## config.mk

```make
export PLATFORM = sky130hd
export DESIGN_NAME = ipc_mailbox
export DESIGN_NICKNAME = d
export VERILOG_FILES = /design/src/rtl/ipc_mailbox.sv
export SDC_FILE = /design/constraint.sdc
export NUM_CORES = 1
export LEC_CHECK = 0
export CAP_MARGIN = 20
export CORE_MARGIN = 5
export CORE_UTILIZATION = 56
export CTS_CLUSTER_DIAMETER = 60
export CTS_CLUSTER_SIZE = 40
export DETAILED_ROUTE_END_ITERATION = 16
export DONT_BUFFER_PORTS = 1
export GPL_TIMING_DRIVEN = 0
export PLACE_DENSITY_LB_ADDON = 0.3
export SKIP_LAST_GASP = 1
export SLEW_MARGIN = 10
export SYNTH_ARGS = -nofsm -noshare
export SYNTH_HDL_FRONTEND = slang
export SYNTH_SLANG_ARGS = --single-unit
```

## constraint.sdc

```tcl
create_clock -name clk -period 5.02 [get_ports clk]
set_clock_uncertainty 0.1 [all_clocks]
set_input_delay 1.004 -clock clk [delete_from_list [all_inputs] [get_ports clk]]
set_output_delay 1.004 -clock clk [all_outputs]
set_load 0.1 [all_outputs]
```

## src/rtl/ipc_mailbox.sv

```systemverilog
`timescale 1ns/1ps
module ipc_mailbox #(
  parameter int W     = 32,
  parameter int DEPTH = 16
) (
  input  logic         clk,
  input  logic         rst_n,
  input  logic [1:0]   a_sel,
  input  logic         a_wr,
  input  logic         a_rd,
  input  logic [W-1:0] a_wdata,
  output logic [W-1:0] a_rdata,
  output logic         a_irq_fifo,
  output logic         a_irq_sync,
  input  logic [1:0]   b_sel,
  input  logic         b_wr,
  input  logic         b_rd,
  input  logic [W-1:0] b_wdata,
  output logic [W-1:0] b_rdata,
  output logic         b_irq_fifo,
  output logic         b_irq_sync
);
  localparam int AW = $clog2(DEPTH);
  localparam int CW = AW + 1;
  localparam logic [1:0] SEL_SYNC = 2'd0, SEL_CTL = 2'd1, SEL_TX = 2'd2, SEL_RX = 2'd3;

  logic         wr [2];
  logic         rd [2];
  logic [1:0]   sel[2];
  logic [W-1:0] wd [2];
  logic [W-1:0] rdat[2];

  assign wr[0] = a_wr;    assign wr[1] = b_wr;
  assign rd[0] = a_rd;    assign rd[1] = b_rd;
  assign sel[0] = a_sel;  assign sel[1] = b_sel;
  assign wd[0] = a_wdata; assign wd[1] = b_wdata;

  // queue s is written by side s and drained by side 1-s
  logic [W-1:0]  mem [2][DEPTH];
  logic [AW-1:0] wp  [2];
  logic [AW-1:0] rp  [2];
  logic [CW-1:0] cnt [2];
  logic [7:0]    sval[2];
  logic          sen [2];
  logic          sirq[2];
  logic          rirq[2];
  logic          fen [2];
  logic          err [2];
  logic          db  [2];
  logic [W-1:0]  last[2];

  logic empty[2], full[2], push[2], pop[2], flush[2], bad[2], ctlw[2];

  always_comb begin
    for (int s = 0; s < 2; s++) begin
      empty[s] = (cnt[s] == '0);
      full[s]  = (cnt[s] == CW'(DEPTH));
    end
    for (int s = 0; s < 2; s++) begin
      ctlw[s]  = wr[s] && sel[s] == SEL_CTL;
      flush[s] = ctlw[s] && wd[s][3];
      push[s]  = fen[s] && wr[s] && sel[s] == SEL_TX && !full[s];
      pop[s]   = fen[s] && rd[s] && !wr[s] && sel[s] == SEL_RX && !empty[1-s];
      bad[s]   = fen[s] && ((wr[s] && sel[s] == SEL_TX && full[s]) ||
                            (rd[s] && !wr[s] && sel[s] == SEL_RX && empty[1-s]));
      case (sel[s])
        SEL_SYNC: rdat[s] = {sen[s], {(W-9){1'b0}}, sval[1-s]};
        SEL_CTL:  rdat[s] = {{(W-16){1'b0}}, fen[s], err[s], 3'b000, rirq[s],
                             full[1-s], empty[1-s], 5'b00000, sirq[s], full[s], empty[s]};
        SEL_TX:   rdat[s] = '0;
        default:  rdat[s] = empty[1-s] ? last[s] : mem[1-s][rp[1-s]];
      endcase
    end
  end

  always_ff @(posedge clk or negedge rst_n) begin
    if (!rst_n) begin
      for (int s = 0; s < 2; s++) begin
        wp[s] <= '0; rp[s] <= '0; cnt[s] <= '0;
        sval[s] <= '0; sen[s] <= 1'b0; sirq[s] <= 1'b0; rirq[s] <= 1'b0;
        fen[s] <= 1'b0; err[s] <= 1'b0; db[s] <= 1'b0; last[s] <= '0;
      end
    end else begin
      for (int s = 0; s < 2; s++) begin
        if (push[s]) mem[s][wp[s]] <= wd[s];
        if (flush[s]) begin
          wp[s] <= '0; rp[s] <= '0; cnt[s] <= '0;
        end else begin
          if (push[s])   wp[s] <= wp[s] + 1'b1;
          if (pop[1-s])  rp[s] <= rp[s] + 1'b1;
          cnt[s] <= cnt[s] + CW'(push[s]) - CW'(pop[1-s]);
        end
        if (pop[s]) last[s] <= mem[1-s][rp[1-s]];
        db[s] <= wr[s] && sel[s] == SEL_SYNC && wd[s][30];
        if (wr[s] && sel[s] == SEL_SYNC) begin
          sval[s] <= wd[s][15:8];
          sen[s]  <= wd[s][31];
        end
        if (ctlw[s]) begin
          sirq[s] <= wd[s][2];
          rirq[s] <= wd[s][10];
          fen[s]  <= wd[s][15];
        end
        if (bad[s]) err[s] <= 1'b1;
        else if (ctlw[s] && wd[s][14]) err[s] <= 1'b0;
      end
    end
  end

  assign a_rdata    = rdat[0];
  assign b_rdata    = rdat[1];
  assign a_irq_fifo = (empty[0] && sirq[0]) || (!empty[1] && rirq[0]);
  assign b_irq_fifo = (empty[1] && sirq[1]) || (!empty[0] && rirq[1]);
  assign a_irq_sync = db[1] && sen[0];
  assign b_irq_sync = db[0] && sen[1];

  AST_CNT_LIMIT_A: assert property (@(posedge clk) disable iff (!rst_n) cnt[0] <= CW'(DEPTH));
  AST_CNT_LIMIT_B: assert property (@(posedge clk) disable iff (!rst_n) cnt[1] <= CW'(DEPTH));
  AST_FLUSH_EMPTIES: assert property (@(posedge clk) disable iff (!rst_n)
    (a_wr && a_sel == SEL_CTL && a_wdata[3]) |=> (a_rdata[0] || a_sel != SEL_CTL) && b_rdata[9:8] != 2'b10 ? cnt[0] == '0 : cnt[0] == '0);
  AST_ERR_LATCH: assert property (@(posedge clk) disable iff (!rst_n)
    (a_rd && !a_wr && a_sel == SEL_RX && fen[0] && empty[1]) |=> err[0]);
  AST_DISABLED_NO_PUSH: assert property (@(posedge clk) disable iff (!rst_n)
    (a_wr && a_sel == SEL_TX && !fen[0]) |=> cnt[0] <= $past(cnt[0]));
  AST_SYNC_TAG_HIDDEN: assert property (@(posedge clk) disable iff (!rst_n)
    (a_sel == SEL_SYNC) |-> a_rdata[15:8] == 8'h00);
  AST_DOORBELL_CAUSE: assert property (@(posedge clk) disable iff (!rst_n)
    b_irq_sync |-> $past(a_wr && a_sel == SEL_SYNC && a_wdata[30]));
endmodule

```

==> results of run 1 <==
## final cells by class
class | instances | area (µm²)
Tap cell | 1050 | 1310
Timing Repair Buffer | 83 | 1570
Clock buffer | 76 | 1830
Multi-Input combinational cell | 857 | 10400
Clock inverter | 52 | 757
Fill cell | 5140 | 28500
Inverter | 22 | 82.6
Sequential cell | 1142 | 33700
Antenna cell | 2 | 5.00
Buffer | 127 | 621
## per-stage QoR
step,power (W),setup TNS [ns]
final,0.0226,0
after global routing,0.0234,-0.0319
after CTS,0.0226,0
after detailed placement,0.0162,0
after global placement,0.0158,-1304.39
after floorplan,0.0149,-0.248
## power groups by stage
stage | registers, W | logic (W) | clock network [W]
after CTS | 0.0110 | 0.00501 | 0.00662
after global routing | 0.0111 | 0.00531 | 0.00702
final | 0.0110 | 0.00499 | 0.00657
after global placement | 0.0112 | 0.00460 | 0
after detailed placement | 0.0112 | 0.00494 | 0
after floorplan | 0.0111 | 0.00378 | 0
## logic make-up after synthesis
family / Yosys count
AND/OR/NAND/NOR: 229
AO/OA/AOI/OAI: 260
flip-flops: 1142
buffers and inverters: 149
adder cells (fa/ha/maj): 24
multiplexers: 328
XOR/XNOR: 16
## final timing paths
check | from | to | slack [ns] | depth (start not counted)
max | cnt[2]$_DFF_PN0_ | a_rdata[1] | 0.09 | 7
min | rst_n | wp[7]$_DFFE_PN0P_ | 0.25 | 1
max reg2reg | cnt[2]$_DFF_PN0_ | cnt[4]$_DFF_PN0_ | 1.09 | 16
min reg2reg | last[9]$_DFFE_PN0P_ | last[9]$_DFFE_PN0P_ | 0.40 | 2
max in group asynchronous | rst_n | last[52]$_DFFE_PN0P_ | 4.06 | 1
min in group clk | b_wdata[1] | mem[0][673]$_DFFE_PP_ | 0.32 | 0
## what timing repair did
action	4_1_cts	5_1_grt
hold endpoints to repair	118	0
hold buffers	1	0
gates resized for setup	14	22
endpoints found under the setup margin	14	24
## worst register-to-register path, cell delays in order (launching register included)
cell and delay [ns]:
dfrtp_1 0.40, inv_1 0.10, ha_1 0.22, nor4b_1 0.46
or3_1 0.18, buf_2 0.20, clkinv_1 0.28, buf_4 0.32
ha_1 0.32, inv_1 0.06, ha_1 0.16, inv_1 0.06
fa_1 0.40, nor2b_1 0.19, o21bai_1 0.12, nand3_1 0.10
nor3b_1 0.19
## state kept, by name (all words and copies together), names as in the netlist
signal  count
db          2
wp          8
rirq        2
mem      1024
last       64
fen         2
cnt        10
sen         2
sval       16
sirq        2
err         2
rp          8
## metal layers
layer,share of wire,routed length [µm],global-route usage
met1,0.36,39000,0.335
met2,0.51,55100,0.431
met3,0.10,10800,0.0620
met4,0.033,3550,0.0752
met5,0,0,0
## placed cells by master (no fill, tap or decap), drive strengths merged, types with 21 or more instances in the layout
cell and n:
buf 138, clkinv 22, a22oi 85, inv 50, mux2 66, a22o 74, mux4 256, edfxtp 1024
ha 22, dfrtp 118, a32oi 21, clkbuf 148, nand2 78, o21ai 51, nor2 67
==> flow_summary.ini, run 1 <==
[grt]
antenna_found_initial = 2
grtUsageTotal = 0.255
grt_pass1_wl_mm = 159
first_global_vias = 23326
grt_start_max_net_pins = 119
grt-ovfl-total = 0

[power_and_ir_drop]
p_comb_frac = 0.221
power_density_nw_per_um2 = 449
leakagePower_nw = 16.2
intPower_w = 0.0157
p_clk_frac = 0.291
p_sw_w = 0.00684
seq_power_share = 0.488
ir_drop_uv = 333
swShare = 0.303

[logic_synthesis]
syn-cell-area_um2 = 44500
synth_area_leaders = edfxtp_1 69%, mux4_2 13%, dfrtp_1 6.6%
muxShareOfSynthArea = 0.148
synth_area_leader_cell = edfxtp_1
avgSynthCellArea_um2 = 20.7
yosysTopAreaCellShare = 0.692
yosysWarnings = 0
synth_ff_type = edfxtp_1
synth_edf_count = 1024
synth_cells = 2148
synth_cell_types = 52
synth_adder_area_share = 0.00709
ys_seq_area_frac = 0.758
async_flop_share = 0.103
synth_top_family_by_area = multiplexers
synth_most_common_cell = edfxtp_1
yosys-top-cells-count = 1024 x edfxtp_1, 256 x mux4_2, 118 x dfrtp_1, 85 x a22oi_1, 78 x nand2_1
synth-compound-area-share = 0.0435
yosys.area_share.simple = 0.0245
ys_seq_elements = 1142
yosys.area_share.xor_xnor = 0.00315
syn_nets = 2246

[critical_path]
worstPathRequired_ns = 3.92
cp_max_fo = 10
cpMostUsedCell = clkbuf_1
startpoint_type = flip-flop
worstSetupPathType = reg -> out
critPathMaxStageDelay_ns = 0.74
cp_slowest_cell = clkbuf_1
worst-path-buf-inv = 3
end_kind = output pin
critical_path_arrival_ns = 3.83
cp_top_family = buffers and inverters
path_cells = inv_1 > ha_1 > nor4b_1 > clkbuf_1 > nor2_1 > clkbuf_1 > a21o_1

[clock_tree]
cts.clk_slew.worst_paths_ns = 0.09
cts_root_buf = clkbuf_16
clock_latency_ns = 0.67
htreeDepth = 3
cts_buffer_depth = 3
postCtsSetupBuffers = 0
numCtsBuffers = 69
clkSinkCount = 1142
cts_tree = yes

[timing]
timing.final.ws_setup_ns = 0.0886
fmax_mhz = 203
tightest_slew_ns = 1.17
fin_crit_sh = 0.982
maxSlewHeadroom = 0.220
rsz0062_at_grt = yes
setup_viol = 0
slew_viol_final = 0
final_hold_viol_count = 0
layout_min_cycle_time_ns = 4.93
hold_ws_ns = 0.248

[routing]
postRouteAntennaNets = 0
drcViolationCount = 0
routed_via_density = 6.66
wl_per_cell_um = 31.8
drt_iter0_drc = 2905
wl_mm = 109
num_vias = 22723
first_pass_iters = 6

[placement]
post-place-cells = 3280
hpwlAfterDp_mm = 71.7
numPortBuffers = 0
gp_congestion = 0.836
dpl_cell_area_um2 = 47600
pre_cts_slack_ns = 0.222

[floorplan]
fp.dieH_um = 292
io_pins = 142
die_w_um = 292
start_util = 0.564
num_rows = 103
die_area_um2 = 85100
core_area_um2 = 78900

[finish]
final_nets = 2400
stdcell_count = 3411
fin_util = 0.638
layout-drive-gt1-share = 0.281
stdcell_area_um2 = 50300
areaGrowthSynthToFinish_pct = 13.2

[min_path]
hp-class = in -> async

[outcome]
outcome = finished, final reports clean

[run]
drv_cap = 0
(Power assumes the default switching activity.)
==> inputs of run 2 (changes only) <==
--- a/config.mk
+++ b/config.mk
@@ -14,6 +14,7 @@
 export DONT_BUFFER_PORTS = 1
 export GPL_TIMING_DRIVEN = 0
 export PLACE_DENSITY_LB_ADDON = 0.3
+export RECOVER_POWER = 100
 export SKIP_LAST_GASP = 1
 export SLEW_MARGIN = 10
 export SYNTH_ARGS = -nofsm -noshare
==> constraint.sdc (replaced) <==
create_clock -name clk -period 4.7 [get_ports clk]
set_clock_uncertainty 0.1 [all_clocks]
set_input_delay 0.94 -clock clk [delete_from_list [all_inputs] [get_ports clk]]
set_output_delay 0.94 -clock clk [all_outputs]
set_load 0.1 [all_outputs]
==> flow_summary.ini, run 2 (synthesized netlist as in run 1, its figures left out) <==
[routing]
routed_via_density = 6.59
drcViolationCount = 0
wl_per_cell_um = 31.2
wl_mm = 106
postRouteAntennaNets = 0
num_vias = 22389
drt_iter0_drc = 2540
first_pass_iters = 6

[grt]
grt-ovfl-total = 0
first_global_vias = 23002
grtUsageTotal = 0.247
grt_start_max_net_pins = 119
antenna_found_initial = 3
grt_pass1_wl_mm = 155

[finish]
largest_reg_flops = 1024
areaGrowthSynthToFinish_pct = 10.6
stdcell_count = 3396
final_nets = 2382
final_common_cell = edfxtp_1
final_cell_mix = 1024 x edfxtp_1, 256 x mux4_2, 118 x dfrtp_1, 104 x clkbuf_1, 85 x a22oi_1
stdcell_area_um2 = 49200
fillers = 5326
layout-drive-gt1-share = 0.256

[floorplan]
core_area_um2 = 78900
num_rows = 103
die_area_um2 = 85100
io_pins = 142
die_w_um = 292
start_util = 0.564
fp.dieH_um = 292

[placement]
pre_cts_slack_ns = 0.273
dpl_cell_area_um2 = 47300
post-place-cells = 3259
numPortBuffers = 0
gp_congestion = 0.855
hpwlAfterDp_mm = 70.5

[critical_path]
critPathMaxStageDelay_ns = 0.59
critical_path_arrival_ns = 3.60
worst-path-buf-inv = 3
rr_startpoint = cnt[2]$_DFF_PN0_
cp_slowest_cell = clkbuf_1
worstPathRequired_ns = 3.66
path_cells = clkbuf_1 > clkbuf_1 > mux4_2 > a22o_1 > nor2_1 > o21ai_2 > buf_16
end_kind = output pin
cpMostUsedCell = clkbuf_1
cp_max_fo = 10
rr_worst_depth = 9
r2r_end = mem[0][1013]$_DFFE_PP_
reg2reg_slack_ns = 0.19
worstSetupPathType = reg -> out
cp_top_family = buffers and inverters
startpoint_type = flip-flop

[power_and_ir_drop]
power_density_nw_per_um2 = 492
leakagePower_nw = 15.8
ir_drop_uv = 350

[clock_tree]
postCtsSetupBuffers = 0
cts.clk_slew.worst_paths_ns = 0.12
cts_root_buf = clkbuf_16
cts_tree = yes
htreeDepth = 3
clkSinkCount = 1142
numCtsBuffers = 72
cts_buffer_depth = 3
clock_latency_ns = 0.65

[outcome]
violations = max-capacitance violations, max-slew violations
outcome = finished, violations left

[min_path]
hp-start = a_wdata[21]
min_path_cells = 0
hp-class = in -> reg
holdPathEnd = mem[0][245]$_DFFE_PP_

[timing]
fin_crit_sh = 0.987
timing.final.ws_setup_ns = 0.0628
rsz0062_at_grt = yes
maxSlewHeadroom = -1.34
setup_viol = 0
layout_min_cycle_time_ns = 4.64
finalSetupTns_ns = 0
tightest_slew_ns = 3.51
fmax_mhz = 216
final_hold_viol_count = 0
slew_viol_final = 449

[run]
drv_cap = 27
run 2: cell types whose count changed in the layout (fill, tap and decap cells not counted), moves of 10 or more:
cell and delta:
buf_16 -31, nor2_4 -23, clkbuf_2 +30, buf_6 -10
buf_4 -20, clkbuf_1 +30, nor2_1 +24
run 2: final cells by class:
cell class              count  area [µm²]  area share
multi-input cells         857       10300       0.209
flip-flops and latches   1142       33700       0.685
inverters                  22        82.6     0.00168
clock inverters            51         747      0.0152
plain buffers             127         621      0.0126
repair buffers             62         495      0.0101
clock buffers              83        1940      0.0394
well taps                1050        1310      0.0267
diodes                      2        5.00    0.000102
run 2: worst register-to-register path: stages, from the launching register on:
cell,delay [ns]
dfrtp_1,0.36
inv_1,0.07
ha_1,0.24
nor4bb_2,0.26
nor2_1,0.43
nand3_1,0.27
nor3_1,0.92
clkbuf_1,0.57
clkbuf_1,0.76
buf_16,0.24
run 2: worst max path at each step:
stage	start	slack (ns)	cells past startpoint	end
2_1_floorplan	b_sel[0]	-0.22	5	b_rdata[10]
3_3_place_gp	a_wr	-3.10	5	mem[0][506]$_DFFE_PP_
3_5_place_dp	b_sel[0]	0.27	5	b_rdata[19]
4_1_cts	cnt[2]$_DFF_PN0_	-0.05	7	a_rdata[24]
5_1_grt	rp[2]$_DFFE_PN0P_	-0.05	6	a_rdata[24]
6_report	rp[6]$_DFFE_PN0P_	0.06	7	b_rdata[7]
run 2: where the power goes:
part           switching, W  total [W]  internal, W  leakage [nW]
Clock               0.00379    0.00721      0.00342          1.29
Combinational       0.00311    0.00524      0.00214          3.79
Sequential         0.000293     0.0118       0.0115          10.7
run 2: through the flow:
| step | power (W) | util | hold WS, ns |
|---|---|---|---|
| after floorplan | 0.0159 | - | 0.350 |
| after global placement | 0.0169 | 0.581 | 0.361 |
| after detailed placement | 0.0172 | 0.599 | 0.370 |
| after CTS | 0.0244 | 0.635 | 0.180 |
| after global routing | 0.0250 | 0.623 | 0.236 |
| final | 0.0242 | 0.623 | 0.266 |
run 2: timing repair:
| item | 4_1_cts | 5_1_grt |
|---|---|---|
| hold buffers | 1 | 0 |
| gates resized for setup | 46 | 16 |
| gates cloned | 0 | 0 |
| pin swaps | 0 | 0 |
| setup endpoints to repair | 45 | 39 |
| hold endpoints to repair | 118 | 0 |
run 2: metal layers:
layer  global-route usage  vias up  part of all wire
met5                    0        -           0.00025
met4               0.0829        4             0.040
met3               0.0585      244             0.088
met2                0.412     1142              0.50
met1                0.329    11847              0.37
li1                     -     9152                 -
